`src/rtl/fcs_pkg.sv`:
```
package fcs_pkg;

  localparam int ADDR_W   = 11;
  localparam int NUM_PART = 7;
  localparam int PIDX_W   = $clog2(NUM_PART);
  localparam int CMD_W    = 3;

  typedef enum logic [1:0] {
    OP_READ   = 2'd0,
    OP_WRITE  = 2'd1,
    OP_DIGEST = 2'd2
  } mac_op_e;

  typedef enum logic [3:0] {
    ERR_NONE   = 4'd0,
    ERR_BLANK  = 4'd6,
    ERR_CMD    = 4'd8,
    ERR_LOCKED = 4'd9
  } err_code_e;

  typedef struct packed {
    logic [ADDR_W-1:0] base;
    logic [ADDR_W-1:0] limit;
    logic              wide;
    logic              digest_ok;
  } part_desc_t;

  // Fixed partition table.
  function automatic part_desc_t part_desc(input int unsigned idx);
    part_desc_t d;
    case (idx)
      0:       d = '{base: 11'h000, limit: 11'h1FF, wide: 1'b0, digest_ok: 1'b0};
      1:       d = '{base: 11'h200, limit: 11'h3FF, wide: 1'b0, digest_ok: 1'b0};
      2:       d = '{base: 11'h400, limit: 11'h4FF, wide: 1'b0, digest_ok: 1'b1};
      3:       d = '{base: 11'h500, limit: 11'h5FF, wide: 1'b0, digest_ok: 1'b0};
      4:       d = '{base: 11'h600, limit: 11'h67F, wide: 1'b1, digest_ok: 1'b1};
      5:       d = '{base: 11'h680, limit: 11'h6FF, wide: 1'b1, digest_ok: 1'b1};
      6:       d = '{base: 11'h700, limit: 11'h77F, wide: 1'b1, digest_ok: 1'b1};
      default: d = '{base: '0, limit: '0, wide: 1'b0, digest_ok: 1'b0};
    endcase
    return d;
  endfunction

  // Clears the address bits below the access granule.
  function automatic logic [ADDR_W-1:0] align_addr(input logic [ADDR_W-1:0] a,
                                                   input logic wide);
    return wide ? {a[ADDR_W-1:3], 3'b000} : {a[ADDR_W-1:2], 2'b00};
  endfunction

endpackage

```
`src/rtl/fcs_part_lookup.sv`:
```
module fcs_part_lookup
  import fcs_pkg::*;
(
  input  logic [ADDR_W-1:0] addr_i,
  output logic              hit_o,
  output logic [PIDX_W-1:0] idx_o,
  output logic              wide_o
);

  logic [NUM_PART-1:0] match;

  for (genvar g = 0; g < NUM_PART; g++) begin : g_match
    localparam part_desc_t D = part_desc(g);
    assign match[g] = (addr_i >= D.base) && (addr_i <= D.limit);
  end

  always_comb begin
    part_desc_t d;
    hit_o  = 1'b0;
    idx_o  = '0;
    wide_o = 1'b0;
    for (int i = NUM_PART - 1; i >= 0; i--) begin
      d = part_desc(i);
      if (match[i]) begin
        hit_o  = 1'b1;
        idx_o  = PIDX_W'(i);
        wide_o = d.wide;
      end
    end
  end

endmodule

```
`src/rtl/fcs_cmd_check.sv`:
```
module fcs_cmd_check
  import fcs_pkg::*;
#(
  parameter int DATA_W = 32
) (
  input  logic [CMD_W-1:0]    cmd_i,
  input  logic [ADDR_W-1:0]   addr_i,
  input  logic [DATA_W-1:0]   wd_lo_i,
  input  logic [DATA_W-1:0]   wd_hi_i,
  input  logic [NUM_PART-1:0] rd_lock_i,
  input  logic [NUM_PART-1:0] wr_lock_i,
  output logic                launch_o,
  output err_code_e           err_o,
  output mac_op_e             op_o,
  output logic [ADDR_W-1:0]   req_addr_o,
  output logic                wide_o,
  output logic [2*DATA_W-1:0] req_wdata_o
);

  logic              hit;
  logic [PIDX_W-1:0] pidx;
  logic              pwide;

  fcs_part_lookup u_lookup (
    .addr_i (addr_i),
    .hit_o  (hit),
    .idx_o  (pidx),
    .wide_o (pwide)
  );

  logic is_read, is_write, is_digest, multi;
  assign is_read   = cmd_i[0];
  assign is_write  = cmd_i[1];
  assign is_digest = cmd_i[2];
  assign multi     = $countones(cmd_i) > 1;

  logic              dig_in_range;
  logic [PIDX_W-1:0] dig_idx;
  assign dig_in_range = addr_i < ADDR_W'(NUM_PART);
  assign dig_idx      = addr_i[PIDX_W-1:0];

  always_comb begin
    part_desc_t dd;
    dd          = part_desc(int'(dig_idx));
    launch_o    = 1'b0;
    err_o       = ERR_NONE;
    op_o        = OP_READ;
    req_addr_o  = '0;
    wide_o      = 1'b0;
    req_wdata_o = '0;
    if (multi) begin
      err_o = ERR_CMD;
    end else if (is_digest) begin
      if (!dig_in_range || !dd.digest_ok) begin
        err_o = ERR_CMD;
      end else if (wr_lock_i[dig_idx]) begin
        err_o = ERR_LOCKED;
      end else begin
        launch_o   = 1'b1;
        op_o       = OP_DIGEST;
        req_addr_o = dd.base;
        wide_o     = 1'b1;
      end
    end else if (is_read || is_write) begin
      if (!hit || (is_read ? rd_lock_i[pidx] : wr_lock_i[pidx])) begin
        err_o = ERR_LOCKED;
      end else begin
        launch_o   = 1'b1;
        op_o       = is_read ? OP_READ : OP_WRITE;
        req_addr_o = align_addr(addr_i, pwide);
        wide_o     = pwide;
        if (is_write) begin
          req_wdata_o = pwide ? {wd_hi_i, wd_lo_i} : {{DATA_W{1'b0}}, wd_lo_i};
        end
      end
    end
  end

endmodule

```
`src/rtl/fcs_operand_regs.sv`:
```
module fcs_operand_regs
  import fcs_pkg::*;
#(
  parameter int DATA_W = 32,
  parameter int WORDS  = 2
) (
  input  logic                    clk_i,
  input  logic                    rst_ni,
  input  logic                    open_i,
  input  logic                    addr_we_i,
  input  logic [ADDR_W-1:0]       addr_i,
  input  logic [WORDS-1:0]        data_we_i,
  input  logic [DATA_W-1:0]       data_i,
  output logic [ADDR_W-1:0]       addr_q_o,
  output logic [WORDS*DATA_W-1:0] data_q_o
);

  always_ff @(posedge clk_i or negedge rst_ni) begin
    if (!rst_ni) begin
      addr_q_o <= '0;
    end else if (open_i && addr_we_i) begin
      addr_q_o <= addr_i;
    end
  end

  for (genvar w = 0; w < WORDS; w++) begin : g_word
    always_ff @(posedge clk_i or negedge rst_ni) begin
      if (!rst_ni) begin
        data_q_o[w*DATA_W +: DATA_W] <= '0;
      end else if (open_i && data_we_i[w]) begin
        data_q_o[w*DATA_W +: DATA_W] <= data_i;
      end
    end
  end

endmodule

```
`src/rtl/fcs_seq.sv`:
```
module fcs_seq
  import fcs_pkg::*;
#(
  parameter int DATA_W = 32
) (
  input  logic                clk_i,
  input  logic                rst_ni,
  input  logic                addr_we_i,
  input  logic [ADDR_W-1:0]   addr_i,
  input  logic [1:0]          wdata_we_i,
  input  logic [DATA_W-1:0]   wdata_i,
  input  logic                cmd_we_i,
  input  logic [CMD_W-1:0]    cmd_i,
  input  logic [NUM_PART-1:0] rd_lock_i,
  input  logic [NUM_PART-1:0] wr_lock_i,
  output logic                regwen_o,
  output logic                idle_o,
  output logic                done_o,
  output logic [3:0]          err_code_o,
  output logic [2*DATA_W-1:0] rdata_o,
  output logic                mac_req_o,
  output logic [1:0]          mac_op_o,
  output logic [ADDR_W-1:0]   mac_addr_o,
  output logic                mac_size64_o,
  output logic [2*DATA_W-1:0] mac_wdata_o,
  input  logic                mac_ack_i,
  input  logic                mac_err_i,
  input  logic [2*DATA_W-1:0] mac_rdata_i
);

  localparam int WORDS = 2;
  localparam int DW2   = WORDS * DATA_W;

  typedef enum logic {ST_IDLE, ST_BUSY} state_e;

  state_e            state_q;
  logic              open;
  logic [ADDR_W-1:0] addr_q;
  logic [DW2-1:0]    data_q;

  assign open = (state_q == ST_IDLE);

  fcs_operand_regs #(.DATA_W(DATA_W), .WORDS(WORDS)) u_ops (
    .clk_i     (clk_i),
    .rst_ni    (rst_ni),
    .open_i    (open),
    .addr_we_i (addr_we_i),
    .addr_i    (addr_i),
    .data_we_i (wdata_we_i),
    .data_i    (wdata_i),
    .addr_q_o  (addr_q),
    .data_q_o  (data_q)
  );

  logic              chk_launch;
  err_code_e         chk_err;
  mac_op_e           chk_op;
  logic [ADDR_W-1:0] chk_addr;
  logic              chk_wide;
  logic [DW2-1:0]    chk_wdata;

  fcs_cmd_check #(.DATA_W(DATA_W)) u_check (
    .cmd_i       (cmd_i),
    .addr_i      (addr_q),
    .wd_lo_i     (data_q[DATA_W-1:0]),
    .wd_hi_i     (data_q[DW2-1:DATA_W]),
    .rd_lock_i   (rd_lock_i),
    .wr_lock_i   (wr_lock_i),
    .launch_o    (chk_launch),
    .err_o       (chk_err),
    .op_o        (chk_op),
    .req_addr_o  (chk_addr),
    .wide_o      (chk_wide),
    .req_wdata_o (chk_wdata)
  );

  // Named events for the checker.
  logic cmd_fire, launch_evt, refuse_evt, complete_evt;
  assign cmd_fire     = open && cmd_we_i && (cmd_i != '0);
  assign launch_evt   = cmd_fire && chk_launch;
  assign refuse_evt   = cmd_fire && !chk_launch;
  assign complete_evt = (state_q == ST_BUSY) && mac_ack_i;

  mac_op_e           op_q;
  logic [ADDR_W-1:0] maddr_q;
  logic              wide_q;
  logic [DW2-1:0]    mwdata_q;
  logic [DW2-1:0]    rdata_q;
  err_code_e         err_q;
  logic              done_q;

  always_ff @(posedge clk_i or negedge rst_ni) begin
    if (!rst_ni) begin
      state_q  <= ST_IDLE;
      op_q     <= OP_READ;
      maddr_q  <= '0;
      wide_q   <= 1'b0;
      mwdata_q <= '0;
      rdata_q  <= '0;
      err_q    <= ERR_NONE;
      done_q   <= 1'b0;
    end else begin
      done_q <= refuse_evt || complete_evt;
      if (refuse_evt) begin
        err_q <= chk_err;
      end else if (launch_evt) begin
        err_q    <= ERR_NONE;
        state_q  <= ST_BUSY;
        op_q     <= chk_op;
        maddr_q  <= chk_addr;
        wide_q   <= chk_wide;
        mwdata_q <= chk_wdata;
      end else if (complete_evt) begin
        state_q <= ST_IDLE;
        if (op_q == OP_READ) begin
          rdata_q <= wide_q ? mac_rdata_i
                            : {{DATA_W{1'b0}}, mac_rdata_i[DATA_W-1:0]};
        end
        if (op_q == OP_WRITE && mac_err_i) begin
          err_q <= ERR_BLANK;
        end
      end
    end
  end

  assign regwen_o     = open;
  assign idle_o       = open;
  assign done_o       = done_q;
  assign err_code_o   = err_q;
  assign rdata_o      = rdata_q;
  assign mac_req_o    = (state_q == ST_BUSY);
  assign mac_op_o     = op_q;
  assign mac_addr_o   = maddr_q;
  assign mac_size64_o = wide_q;
  assign mac_wdata_o  = mwdata_q;

endmodule

```
`config.mk`:
```
export PLATFORM = sky130hd
export DESIGN_NAME = fcs_seq
export DESIGN_NICKNAME = d
export VERILOG_FILES = /design/src/rtl/fcs_pkg.sv /design/src/rtl/fcs_part_lookup.sv /design/src/rtl/fcs_cmd_check.sv /design/src/rtl/fcs_operand_regs.sv /design/src/rtl/fcs_seq.sv
export SDC_FILE = /design/constraint.sdc
export NUM_CORES = 1
export LEC_CHECK = 0
export ABC_AREA = 1
export CAP_MARGIN = 30
export CORE_MARGIN = 8
export CORE_UTILIZATION = 40
export DETAILED_ROUTE_END_ITERATION = 6
export DONT_BUFFER_PORTS = 1
export PLACE_DENSITY = 0.66
export SYNTH_ARGS = -nofsm -noshare
export SYNTH_HDL_FRONTEND = slang
export SYNTH_SLANG_ARGS = --single-unit
```
`constraint.sdc`:
```
create_clock -name clk_i -period 3.52 [get_ports clk_i]
set_clock_uncertainty 0.15 [all_clocks]
set_input_delay 0.352 -clock clk_i [delete_from_list [all_inputs] [get_ports clk_i]]
set_output_delay 0.352 -clock clk_i [all_outputs]
set_load 0.02 [all_outputs]
```
Yosys cells after proc, flatten, opt, wreduce, memory -nomap -nowiden
Index checks and enable logic that the tools add are counted.
Word-level totals
  output and inout bits: 150
  input bits: 132
  word-level logic and storage cells: 144
  bits in registers: 223
Operators by class
  equal/unequal tests: 7
  multiplexer cells: 69
  $lt $le $gt $ge: 18
  reduce and logical (&&, ||, !) cells: 34
  add/subtract/negate cells: 2
  bitwise logic cells: 3
Operators with widths (count)
  $mux 64: 7
  $pmux 24 s7: 1
  $mux 11: 6
  $ge 11x11->1 const B: 5
  $le 11x11->1 const B: 5
  $mux 4: 10
  $add 32x1->32: 1
  $gt 32x2->1 const B: 1
  $mux 1: 28
  $mux 3: 8
  $logic_and 1x1->1: 16
  $mux 2: 6
  $ge 11x1->1 const B: 1
  $ge 11x10->1 const B: 1
  $le 11x10->1 const B: 1
  $le 11x9->1 const B: 1
  $lt 11x3->1 const B: 1
  $bmux 1 s3: 3
  $eq 3x3->1 const B: 3
  $reduce_bool 3->1: 3
  $lt 3x4->1 const B: 2
  $eq 3x2->1 const B: 2
  $reduce_and 2->1: 3
  $logic_not 1->1: 4
  9 further kinds: 14

Logic depth before layout (Yosys ltp)
Gate-level depths: netlist (run 1).
  depth after elaboration: 21
  mapped depth: 17

Hierarchy
Synthesis (run 1) repeated with hierarchy kept, for this count alone.
Unflattened totals
  cells, all modules: 1189
  area, all modules: 10331.2 µm²
By module, submodules not included
  fcs_seq: sequential area each 3703.6 µm², instances 1, cells each 644, area an instance 5801.8 µm²
  fcs_operand_regs: sequential area each 1876.8 µm², instances 1, cells each 328, area an instance 2976.6 µm²
  fcs_cmd_check: sequential area each 0.0 µm², instances 1, cells each 200, area an instance 1475.2 µm²
  fcs_part_lookup: sequential area each 0.0 µm², instances 1, cells each 17, area an instance 77.6 µm²

Least setup slack after synthesis (run 1)
No wires, ideal clock.
  kind: in2reg
  start point: input cmd_i[1]
  end point: register mwdata_q[24], in the netlist mac_wdata_o[24]
  data required time: 3.240 ns
  slack: 0.942 ns
  data arrival time: 2.297 ns
  stages on the path: 11
  cells stage by stage: clkinv_1 -> clkbuf_1 -> ha_1 -> clkinv_1 -> nor2_1 -> nor3_1 -> nand3_4 -> buf_6 -> buf_6 -> nand2_1 -> o21ai_1
Between the ends
  longest elaborated chain between the ends: 8
  elaborated cells on any way between the ends: 19
RTL lines
  start: declaration: line fcs_seq.sv:13  | input logic [CMD_W-1:0] cmd_i,
  $add 1x1->2 (implied by the code) or $logic_or 1x1->1 (tied branches): line fcs_cmd_check.sv:35, fcs_cmd_check.sv:64
  $add 32x1->32 (implied by the code) or $mux 1 (tied branches): line fcs_cmd_check.sv:35, fcs_cmd_check.sv:64
  $gt 32x2->1 or $mux 1 (tied branches): line fcs_cmd_check.sv:35, fcs_cmd_check.sv:53
  $mux 1: line fcs_cmd_check.sv:51  | if (multi) begin
  $logic_not 1->1: line fcs_seq.sv:81  | assign refuse_evt = cmd_fire && !chk_launch;
  $logic_and 1x1->1: line fcs_seq.sv:81
  $not 1->1 (no source line)
  $reduce_and 2->1 (no source line)
  end signal: assignment: line fcs_seq.sv:112  | mwdata_q <= chk_wdata;
  end: declaration: line fcs_seq.sv:87  | logic [DW2-1:0] mwdata_q;
Several ways; a longest one is shown, not always the timed one.
A chain may end at the register's enable or synchronous reset.

Final worst setup path (run 1)
  start point: register u_ops.addr_q_o[10]
  end point: register mwdata_q[59], in the netlist mac_wdata_o[59]
Between the ends
  longest elaborated chain between the ends: 21
  elaborated cells on any way between the ends: 65
RTL lines
  start: declaration: line fcs_operand_regs.sv:14  | output logic [ADDR_W-1:0] addr_q_o,
  start signal: assignment: line fcs_operand_regs.sv:22  | addr_q_o <= addr_i;
  $ge 11x11->1 or $le 11x11->1 (tied branches): line fcs_part_lookup.sv:14  | assign match[g] = (addr_i >= D.base) && (addr_i <= D.limit);
  $logic_and 1x1->1: line fcs_part_lookup.sv:14
  $mux 3 (7 in a row): line fcs_part_lookup.sv:24  | if (match[i]) begin
  $bmux 1 s3: line fcs_cmd_check.sv:65  | if (!hit || (is_read ? rd_lock_i[pidx] : wr_lock_i[pidx])) begin
  $mux 1 (implied by the code): line fcs_cmd_check.sv:65
  $mux 1: line fcs_cmd_check.sv:65
  $logic_or 1x1->1: line fcs_cmd_check.sv:65
  $mux 1: line fcs_cmd_check.sv:65
  $mux 1: line fcs_cmd_check.sv:64  | end else if (is_read || is_write) begin
  $mux 1: line fcs_cmd_check.sv:53  | end else if (is_digest) begin
  $mux 1: line fcs_cmd_check.sv:51
  $logic_not 1->1: line fcs_seq.sv:81
  $logic_and 1x1->1: line fcs_seq.sv:81
  $not 1->1 (no source line)
  $reduce_and 2->1 (no source line)
Several ways; a longest one is shown, not always the timed one. The select of a mux whose other input is x is not followed.

==> metrics.cfg, run 1 <==
[synthesis]
yosysMostFrequentCell = nand2_1
syn_area_mm2 = 0.00951
async_flop_share_pct = 100
synth-xor-area-share_pct = 0
synth-edff-count = 0
synthSimpleGateAreaFrac_pct = 28.2
synth_compound_area_share_pct = 6.34
synth_fa_ha_area_share_pct = 0.263
seq_area_frac_synth_pct = 57.9
netlist_top_cells_area = dfrtp_1 58%, nand2_1 18%, o21ai_0 4.4%, nand3_1 4.3%, inv_1 3.0%
muxShareOfSynthArea_pct = 0.710
postSynthCellCount = 1138
synth_ff_type = dfrtp_1
synth_top_area_cell = dfrtp_1
synth_top_family_by_area = simple AND/OR/NAND/NOR gates
synth_top_area_share_pct = 57.9
synth.avg_cell_area_um2 = 8.36
yosys_warnings = 0
synth_common_cells = 451 x nand2_1, 220 x dfrtp_1, 83 x o21ai_0, 81 x nand3_1
ys_ff_latch = 220
ys_types = 30

[route]
routed_wl_mm = 29.4
remaining_drc_errors = 0
firstDrtPassIters = 5
final_antenna_net_count = 0
wl_per_cell_um = 18.7
drt-initial-drc-count = 688
vias = 7909
vias_per_cell = 5.04

[die]
core-area_mm2 = 0.0234
die_area_mm2 = 0.0290
die_x_um = 170
io_pins = 282
die_h_um = 170
row_count = 56
start_util_pct = 40.6

[grt]
antenna_found_initial = 1
grt_pass1_wl_mm = 46.3
first_global_vias = 8011
overflow = 0
grt.total_usage_pct = 20.1
grt_max_degree = 221

[pwr]
combPwrFrac_pct = 13.6
clkPwrFrac_pct = 35.7
netSwitchingPower_mw = 2.53
seqPwrFrac_pct = 50.7
ir_worst_vdd_v = 0.000338
p_leak_nw = 5.89
p_per_area_mw_per_mm2 = 648
power.internal_mw = 5.09
p_sw_share_pct = 33.2

[clock_tree]
clock_latency_ps = 510
ctsRootBufferMaster = clkbuf_16
clock_sinks = 220
htree_levels = 1
cts_max_path_buffers = 3
cts_tree = yes
cts_resized = 0
clk_pin_slew_ps = 60
cts_buffers = 25
holdBufCountCts = 111
post_cts_buffers = 0

[critical_path]
cp.required_ps = 3820
critPathLaunchType = flop
rrSetupSlack_ps = 660
r2r_cells = 15
r2r_start = u_ops.addr_q_o[10]
r2r_end = mac_wdata_o[59]
endpoint_kind = flop
crit_type = reg -> reg
worstPathMaxFanout = 37
cp.arrival_ps = 3160

[status]
status = complete, but fails checks
violations = negative hold slack

[sta]
setup-tns-final_ps = 0
rsz0062_at_grt = false
clock.fmax_mhz = 349
setup-violations-final = 0
hold_slack_ps = -611
period_minus_slack_ps = 2860
drv_slew = 0
tightest_slew_ps = 1000
slew_headroom_pct = 33.2
hold_violations = 220
min_period_over_period_pct = 81.4

[place]
gp_congestion = 0.860
port_buffers = 0
post-dp-hpwl_mm = 19.5

[finish]
area_delta_synth_final_pct = 23.7
nNetsFinal = 1366
drive_gt1_share_pct = 6.73
fin_util_pct = 50.3
multiInputGateArea_mm2 = 0.00339
seq_area_mm2 = 0.00551
fill_cells = 2111

[worst_hold_path]
min_path_type = in -> async

[flow_run]
maxCapViolCount = 0

## how the worst max path moves through the flow
stage / startpoint / to
6_report: u_ops.addr_q_o[10] / mac_wdata_o[59]
5_1_grt: u_ops.addr_q_o[10] / mac_wdata_o[59]
4_1_cts: u_ops.addr_q_o[10] / mac_wdata_o[57]
3_5_place_dp: u_ops.addr_q_o[10] / mac_wdata_o[59]
3_3_place_gp: cmd_i[1] / mac_wdata_o[56]
2_1_floorplan: cmd_i[1] / mac_wdata_o[24]
## worst max-delay path, cell delays in order (launching register included)
cell     delay [ps]
dfrtp_1         450
nand2_1         130
inv_2            70
nand2_2         150
inv_2           170
nand3_1         130
nand2_1          50
nor2_1           90
nor2_1           70
nor2_4          100
nand3_2          90
nand2_2         110
nand3_4         350
inv_4           480
nand2_1         110
nand2_1          70
## final cells by class
class | count | share of cell area (%)
diodes | 1 | 0.0213
well taps | 319 | 3.39
flip-flops and latches | 220 | 46.8
clock buffers | 36 | 6.09
clock inverters | 8 | 1.19
repair buffers | 126 | 10.9
multi-input cells | 774 | 28.8
inverters | 85 | 2.73
## kinds of logic after synthesis
logic type / after synthesis
simple gates: 646
flops: 220
buf+inv: 145
compound gates: 118
mux: 6
fa+ha+maj: 2
other cells: 1
## cells in the final DEF, fill, tap and decap left out
master,n
o21ai_1,21
clkbuf_1,6
clkbuf_8,5
nand2_4,2
a21oi_1,10
nand3b_1,2
conb_1,2
clkinv_2,4
o21ai_0,83
nor2_1,75
diode_2,1
nand2_1,449
dlygate4sd3_1,111
inv_4,1
nor2_2,2
bufinv_16,4
clkinv_1,4
nor3_1,3
mux2_2,6
a22oi_1,2
inv_1,76
nor2_4,3
nor3_2,1
inv_2,4
nand3_1,81
nand4_1,18
clkbuf_16,25
buf_4,10
ha_1,2
o21ai_2,2
nand3_2,3
nand2_2,5
nand3_4,2
buf_12,5
dfrtp_1,220
## power by group through the flow
stage	registers (mW)	clock network [mW]	logic, mW
2_1_floorplan	3.70	0	0.743
3_3_place_gp	3.91	0	0.867
3_5_place_dp	3.91	0	0.909
4_1_cts	3.87	2.79	1.02
5_1_grt	3.93	2.90	1.19
6_report	3.86	2.72	1.04
## registers in the layout (all words and copies together), names as in the netlist
register        flops
mac_addr_o          9
mac_wdata_o        64
u_ops.data_q_o     64
rdata_o            64
err_code_o          3
mac_size64_o        1
u_ops.addr_q_o     11
mac_req_o           1
mac_op_o            2
done_o              1
## routing by layer
| metal | up-vias | share of wire (%) | GRT usage [%] |
|---|---|---|---|
| li1 | 3775 | - | - |
| met2 | 333 | 47 | 32.9 |
| met1 | 3756 | 39 | 24.2 |
| met5 | - | 0 | 0 |
| met3 | 45 | 12 | 7.46 |
| met4 | 0 | 2.9 | 6.71 |
## stage by stage
stage               setup slack [ps]  power [mW]  area, µm²  hold slack, ps  std cells
floorplan                        942        4.45       9510           -93.6       1139
global placement                 757        4.77       9730           -85.9       1410
detailed placement               704        4.82       9790           -86.4       1413
CTS                              678        7.67      11800            -633       1568
global route                     370        8.01      11800            -645       1569
finish                           655        7.62      11800            -611       1569
No activity file was read; power rests on OpenSTA's default activity.
==> inputs of run 2 (changes only) <==
Settings changed: ABC_AREA 1 to 0.
Clock period 3.52 ns to 2.7 ns, I/O delays scaled along.
==> metrics.cfg, run 2 <==
[clock_tree]
clk_pin_slew_ps = 60  ; about the same
ctsRootBufferMaster = clkbuf_16
holdBufCountCts = 112  ; +0.90%
cts_max_path_buffers = 3  ; unchanged
cts_tree = yes
cts_buffers = 24  ; -4.0%
clock_sinks = 220  ; unchanged
htree_levels = 1  ; unchanged
clock_latency_ps = 500  ; about the same

[grt]
first_global_vias = 6484  ; -19%
grt_pass1_wl_mm = 39.3  ; -15%
grt.total_usage_pct = 17.5  ; -2.6 points
grt_max_degree = 221  ; unchanged
antenna_found_initial = 2  ; +1
overflow = 0  ; unchanged

[sta]
slew_headroom_pct = 41.3  ; +8.1 points
hold_violations = 220  ; unchanged
period_minus_slack_ps = 2650  ; -217 ps
hold_slack_ps = -690  ; -78.6 ps
tightest_slew_ps = 881  ; -121 ps
min_period_over_period_pct = 98.1  ; +17 points
clock.fmax_mhz = 378  ; +8.2%
drv_slew = 0  ; unchanged
setup-violations-final = 0  ; unchanged

[synthesis]
synth_top_area_share_pct = 61.4  ; +3.5 points
async_flop_share_pct = 100  ; unchanged
yosys_warnings = 0  ; unchanged
yosysMostFrequentCell = dfrtp_1
ys_ff_latch = 220  ; unchanged
ys_types = 53  ; +77%
netlist_top_cells_area = dfrtp_1 61%, mux2_2 17%, a22o_1 4.2%, nand2_1 3.1%, o21ai_0 2.4%
synth_common_cells = 220 x dfrtp_1, 132 x mux2_2, 75 x nand2_1, 43 x a22o_1, 43 x o21ai_0
synth_top_area_cell = dfrtp_1
syn_area_mm2 = 0.00897  ; -5.7%
seq_area_frac_synth_pct = 61.4  ; +3.5 points
synth-edff-count = 0  ; unchanged
synth.avg_cell_area_um2 = 13.1  ; +57%
synth_ff_type = dfrtp_1
postSynthCellCount = 684  ; -40%

[route]
vias_per_cell = 5.46  ; +8.4%
routed_wl_mm = 25.1  ; -15%
firstDrtPassIters = 5  ; unchanged
drt-initial-drc-count = 584  ; -15%
remaining_drc_errors = 0  ; unchanged
vias = 6027  ; -24%
final_antenna_net_count = 0  ; unchanged
wl_per_cell_um = 22.7  ; +21%

[worst_hold_path]
min_path_type = in -> async

[finish]
drive_gt1_share_pct = 25.7  ; +19 points
final_common_cell = dfrtp_1
area_delta_synth_final_pct = 26.3
final_cell_mix = 220 x dfrtp_1, 132 x mux2_2, 112 x dlygate4sd3_1, 75 x nand2_1
fill_cells = 1822  ; -14%
fin_util_pct = 50.8  ; +0.56 points
nNetsFinal = 932  ; -32%

[pwr]
p_per_area_mw_per_mm2 = 892  ; +38%
ir_worst_vdd_v = 0.000527  ; +56%
p_leak_nw = 5.13  ; -13%
power_mw = 10.1  ; +33%

[critical_path]
critical_path.cell_chain = mux2_1 -> mux4_2 -> nor2_4 -> a21oi_2 -> a211o_4 -> buf_12 -> mux2_4
critical_path.top_delay_family = multiplexers
worstPathMaxFanout = 27  ; -27%
path_buf_inv = 1  ; -2
cp_slowest_stage_delay_ps = 540  ; +60 ps
endpoint_kind = flop
worst_path_max_delay_cell = mux4_2
cp.required_ps = 2940  ; -880 ps
crit_type = reg -> reg
cp.arrival_ps = 2880  ; -280 ps
critPathLaunchType = flop

[die]
io_pins = 282  ; unchanged
die_x_um = 166  ; -2.6%
core-area_mm2 = 0.0223  ; -4.7%
die_h_um = 166  ; -2.6%
row_count = 55  ; -1.8%
start_util_pct = 40.2  ; -0.40 points
die_area_mm2 = 0.0275  ; -5.1%

[status]
violations = negative hold slack
status = complete, but fails checks

[place]
gp_congestion = 0.875  ; +1.7%
port_buffers = 0  ; unchanged
post-dp-hpwl_mm = 16.6  ; -15%

[flow_run]
maxCapViolCount = 0  ; unchanged

-- run 2: cell types whose count changed in the layout (fill, tap and decap cells not counted), sizes merged, moves of 13 or more --
| cell | change |
|---|---|
| o21ai | -63 |
| nor3b | +13 |
| mux2 | +130 |
| nor2 | -75 |
| a22o | +43 |
| inv | -67 |
| nand4 | -14 |
| nand2 | -381 |
| nand3 | -83 |
-- run 2: per-stage QoR --
stage	cell area (µm²)	worst slack [ps]	std cells	hold slack [ps]	TNS, ps
finish	11300	52.4	1103	-690	0
global route	11300	-9.62	1103	-719	-41.1
CTS	11300	4.11	1099	-709	0
detailed placement	9350	10.4	943	-168	0
global placement	9350	94.7	943	-168	0
floorplan	8980	20.3	685	-176	0
-- run 2: final timing paths --
check                           slack [ps]  depth (start not counted)            endpoint               start
worst min-delay path                  -690                          0  u_ops.data_q_o[48]              rst_ni
worst min register to register         340                          1     mac_wdata_o[40]  u_ops.data_q_o[40]
min in group clk_i                      20                          3       mac_addr_o[8]            cmd_i[2]
worst max register to register          50                          7     mac_wdata_o[55]   u_ops.addr_q_o[0]
max in group asynchronous             2830                          0         rdata_o[52]              rst_ni
worst max-delay path                    50                          7     mac_wdata_o[55]   u_ops.addr_q_o[0]
-- run 2: where the power goes --
group	total (mW)	internal [mW]	switching, mW	leakage, nW
combinational	1.48	0.817	0.666	1.97
clock	3.22	1.94	1.28	0.383
sequential	5.41	4.05	1.36	2.78
total	10.1	6.80	3.31	5.13
-- run 2: final cells by class --
type	instances	area, µm²	area share (%)
sequential	220	5510	48.6
multi-input combinational	402	3250	28.7
timing repair buffer	137	1370	12.1
clock buffer	37	721	6.36
tap	285	357	3.15
clock inverter	7	76.3	0.673
inverter	13	48.8	0.431
antenna	2	5.00	0.0442
-- run 2: cell families after synthesis --
family,synth area share (%)
AO/OA/AOI/OAI,9.09
XOR/XNOR,0.0976
adder cells (fa/ha/maj),0.279
buffers and inverters,3.08
flip-flops,61.4
multiplexers,17.6
other,0.0418
AND/OR/NAND/NOR,8.42
-- run 2: repair_timing --
item,4_1_cts,5_1_grt
setup buffers,0,1
hold endpoints to repair,370,220
cloned,0,1
resized for setup,0,3
pin swaps,1,2
endpoints found under the setup margin,1,66
-- run 2: layer usage --
| layer | vias to the layer above | share of wire, % | track usage [%] |
|---|---|---|---|
| met1 | 3017 | 39 | 20.9 |
| met4 | 0 | 2.6 | 5.45 |
| met3 | 48 | 11 | 7.10 |
| met2 | 301 | 48 | 28.5 |
| li1 | 2661 | - | - |
| met5 | - | 0 | 0 |
==> inputs of run 3 (changes only) <==
Settings changed: SYNTH_HIERARCHICAL set to 1.
==> metrics.cfg, run 3 <==
[die]
die_x_um = 173  ; +4.3%
io_pins = 282  ; unchanged
row_count = 57  ; +3.6%
die_h_um = 173  ; +4.3%
die_area_mm2 = 0.0299  ; +8.7%
start_util_pct = 40.6  ; +0.33 points
core-area_mm2 = 0.0242  ; +8.8%

[critical_path]
r2r_start = u_ops/addr_q_o[8]
worst_path_max_delay_cell = mux4_2
critPathLaunch = u_ops/addr_q_o[8]
cp.arrival_ps = 3020  ; +140 ps
cp_slowest_stage_delay_ps = 530  ; about the same
critical_path.cell_chain = nand2b_4 -> a31oi_4 -> mux4_2 -> o21ai_2 -> o221ai_4 -> o21ai_4 -> nand3_4 -> buf_12 -> clkbuf_16 -> mux2_4
critPathLaunchType = flop
crit_type = reg -> reg
endpoint_kind = flop
worstPathMaxFanout = 6  ; -78%
cp.required_ps = 2940  ; about the same

[sta]
setup-violations-final = 78  ; +78
setup-tns-final_ps = -3960  ; -3960 ps
worst_slack_ps = -80.6  ; -133 ps
hold_violations = 223  ; +1.4%
min_period_over_period_pct = 103  ; +4.9 points
rsz0062_at_grt = true
drv_slew = 0  ; unchanged
clock.fmax_mhz = 360  ; -4.8%
slew_headroom_pct = 45.1  ; +3.8 points
period_minus_slack_ps = 2780  ; +133 ps
hold_slack_ps = -698  ; -8.29 ps
tightest_slew_ps = 824  ; -57.0 ps

[pwr]
ir_worst_vdd_v = 0.000512  ; -2.8%
p_leak_nw = 5.60  ; +9.2%
seqPwrFrac_pct = 49.4  ; -4.1 points
netSwitchingPower_mw = 2.90  ; -12%
combPwrFrac_pct = 16.4  ; +1.7 points
clkPwrFrac_pct = 34.2  ; +2.4 points
p_per_area_mw_per_mm2 = 773  ; -13%
power.internal_mw = 6.76  ; -0.67%
power_mw = 9.66  ; -4.5%
p_sw_share_pct = 30.0  ; -2.7 points

[clock_tree]
clock_sinks = 223  ; +1.4%
cts_tree = yes
cts_max_path_buffers = 3  ; unchanged
clk_pin_slew_ps = 60  ; about the same
htree_levels = 1  ; unchanged
holdBufCountCts = 110  ; -1.8%
ctsRootBufferMaster = clkbuf_16
clock_latency_ps = 510  ; about the same
cts_buffers = 24  ; unchanged

[grt]
grt.total_usage_pct = 17.3  ; -0.22 points
grt_max_degree = 224  ; +1.4%
overflow = 0  ; unchanged
grt_pass1_wl_mm = 42.2  ; +7.4%
first_global_vias = 7081  ; +9.2%
antenna_found_initial = 1  ; -1

[route]
routed_wl_mm = 26.6  ; +6.4%
remaining_drc_errors = 0  ; unchanged
vias = 6546  ; +8.6%
wl_per_cell_um = 21.0  ; -7.6%
firstDrtPassIters = 6  ; +1
vias_per_cell = 5.16  ; -5.6%
final_antenna_net_count = 0  ; unchanged
drt-initial-drc-count = 363  ; -38%

[synthesis]
async_flop_share_pct = 100  ; unchanged
ys_ff_latch = 223  ; +1.4%
syn_area_mm2 = 0.00984  ; +9.6%
netlist_top_cells_area = dfrtp_1 57%, mux2_2 20%, nand2_1 4.1%, nor3_1 2.5%, o21ai_0 2.2%
yosysMostFrequentCell = dfrtp_1
ys_types = 52  ; -1.9%
synth-edff-count = 0  ; unchanged
seq_area_frac_synth_pct = 56.7  ; -4.6 points
postSynthCellCount = 799  ; +17%
synth_common_cells = 223 x dfrtp_1, 176 x mux2_2, 107 x nand2_1, 50 x nor3_1, 43 x o21ai_0
synth_top_area_share_pct = 56.7  ; -4.6 points
synth.avg_cell_area_um2 = 12.3  ; -6.1%
synth_top_area_cell = dfrtp_1
yosys_warnings = 6  ; +6
synth_ff_type = dfrtp_1

[finish]
drive_gt1_share_pct = 33.4  ; +7.6 points
fin_util_pct = 51.5  ; +0.71 points
multiInputGateArea_mm2 = 0.00384  ; +18%
seq_area_mm2 = 0.00559  ; +1.5%
fill_cells = 2045  ; +12%
area_delta_synth_final_pct = 27.0
nNetsFinal = 1060  ; +14%
final_common_cell = dfrtp_1
final_cell_mix = 219 x dfrtp_1, 176 x mux2_2, 110 x dlygate4sd3_1, 106 x nand2_1, 50 x nor3_1

[place]
gp_congestion = 0.843  ; -3.6%
port_buffers = 0  ; unchanged
post-dp-hpwl_mm = 17.3  ; +4.4%

[flow_run]
maxCapViolCount = 0  ; unchanged

[worst_hold_path]
min_path_type = in -> async

[status]
status = complete, but fails checks
violations = negative hold slack, negative setup slack

==> run 3: layer usage <==
layer	vias up	share of wire, %	GRT usage [%]
li1	2994	-	-
met1	3232	38	20.0
met2	284	49	29.4
met3	36	12	7.56
met4	0	1.5	3.59
met5	-	0	0
==> run 3: final cells by class <==
class / instances / area share, %
Tap cell: 324 / 3.24
Multi-Input combinational cell: 478 / 30.7
Inverter: 40 / 1.20
Clock inverter: 4 / 0.390
Sequential cell: 223 / 44.7
Timing Repair Buffer: 160 / 13.7
Antenna cell: 1 / 0.0200
Clock buffer: 39 / 6.07
==> run 3: worst max-delay path, delay by kind of cell, from the launching register on <==
family | cells | cell delay [ps]
AO/OA/AOI/OAI | 4 | 640
buffers and inverters | 2 | 330
flip-flops | 1 | 430
multiplexers | 2 | 820
AND/OR/NAND/NOR | 2 | 270
==> run 3: cell families after synthesis <==
family	count (synthesis)	share of synthesized area, %
flip-flops	223	56.7
AND/OR/NAND/NOR	213	11.2
multiplexers	192	22.5
buffers and inverters	101	5.23
AO/OA/AOI/OAI	67	4.10
adder cells (fa/ha/maj)	1	0.127
other	1	0.0381
XOR/XNOR	1	0.0890
==> run 3: per-stage QoR <==
step / setup WS (ps) / cells / instance area, µm² / hold WS, ps
2_1_floorplan: -235 / 802 / 9880 / -176
3_3_place_gp: -118 / 1106 / 10400 / -169
3_5_place_dp: -190 / 1106 / 10400 / -169
4_1_cts: -90.8 / 1264 / 12400 / -726
5_1_grt: -154 / 1269 / 12500 / -727
6_report: -80.6 / 1269 / 12500 / -698
==> run 3: final timing paths <==
| check | to | slack, ps | cells after the start |
|---|---|---|---|
| min in group clk_i | err_code_o[3] | 30 | 4 |
| min | rdata_o[27] | -700 | 0 |
| max in group asynchronous | u_ops/data_q_o[41] | 2860 | 0 |
| max reg2reg | mac_wdata_o[43] | -80 | 10 |
| min reg2reg | u_ops/data_q_o[23] | 350 | 1 |
| max | mac_wdata_o[43] | -80 | 10 |
==> run 3: repair_timing <==
action / 4_1_cts / 5_1_grt
gates resized for setup: 9 / 3
gates cloned: 1 / 3
hold endpoints to repair: 369 / 223
setup endpoints to repair: 80 / 80
setup buffers: 4 / 1
pin swaps: 1 / 1
==> run 3: power groups by stage <==
stage / logic, mW / registers [mW] / clock network [mW]
after CTS: 1.57 / 4.77 / 3.42
after floorplan: 1.06 / 4.66 / 0
after global placement: 1.36 / 4.81 / 0
after global routing: 1.72 / 4.84 / 3.55
final: 1.59 / 4.77 / 3.30
after detailed placement: 1.39 / 4.82 / 0
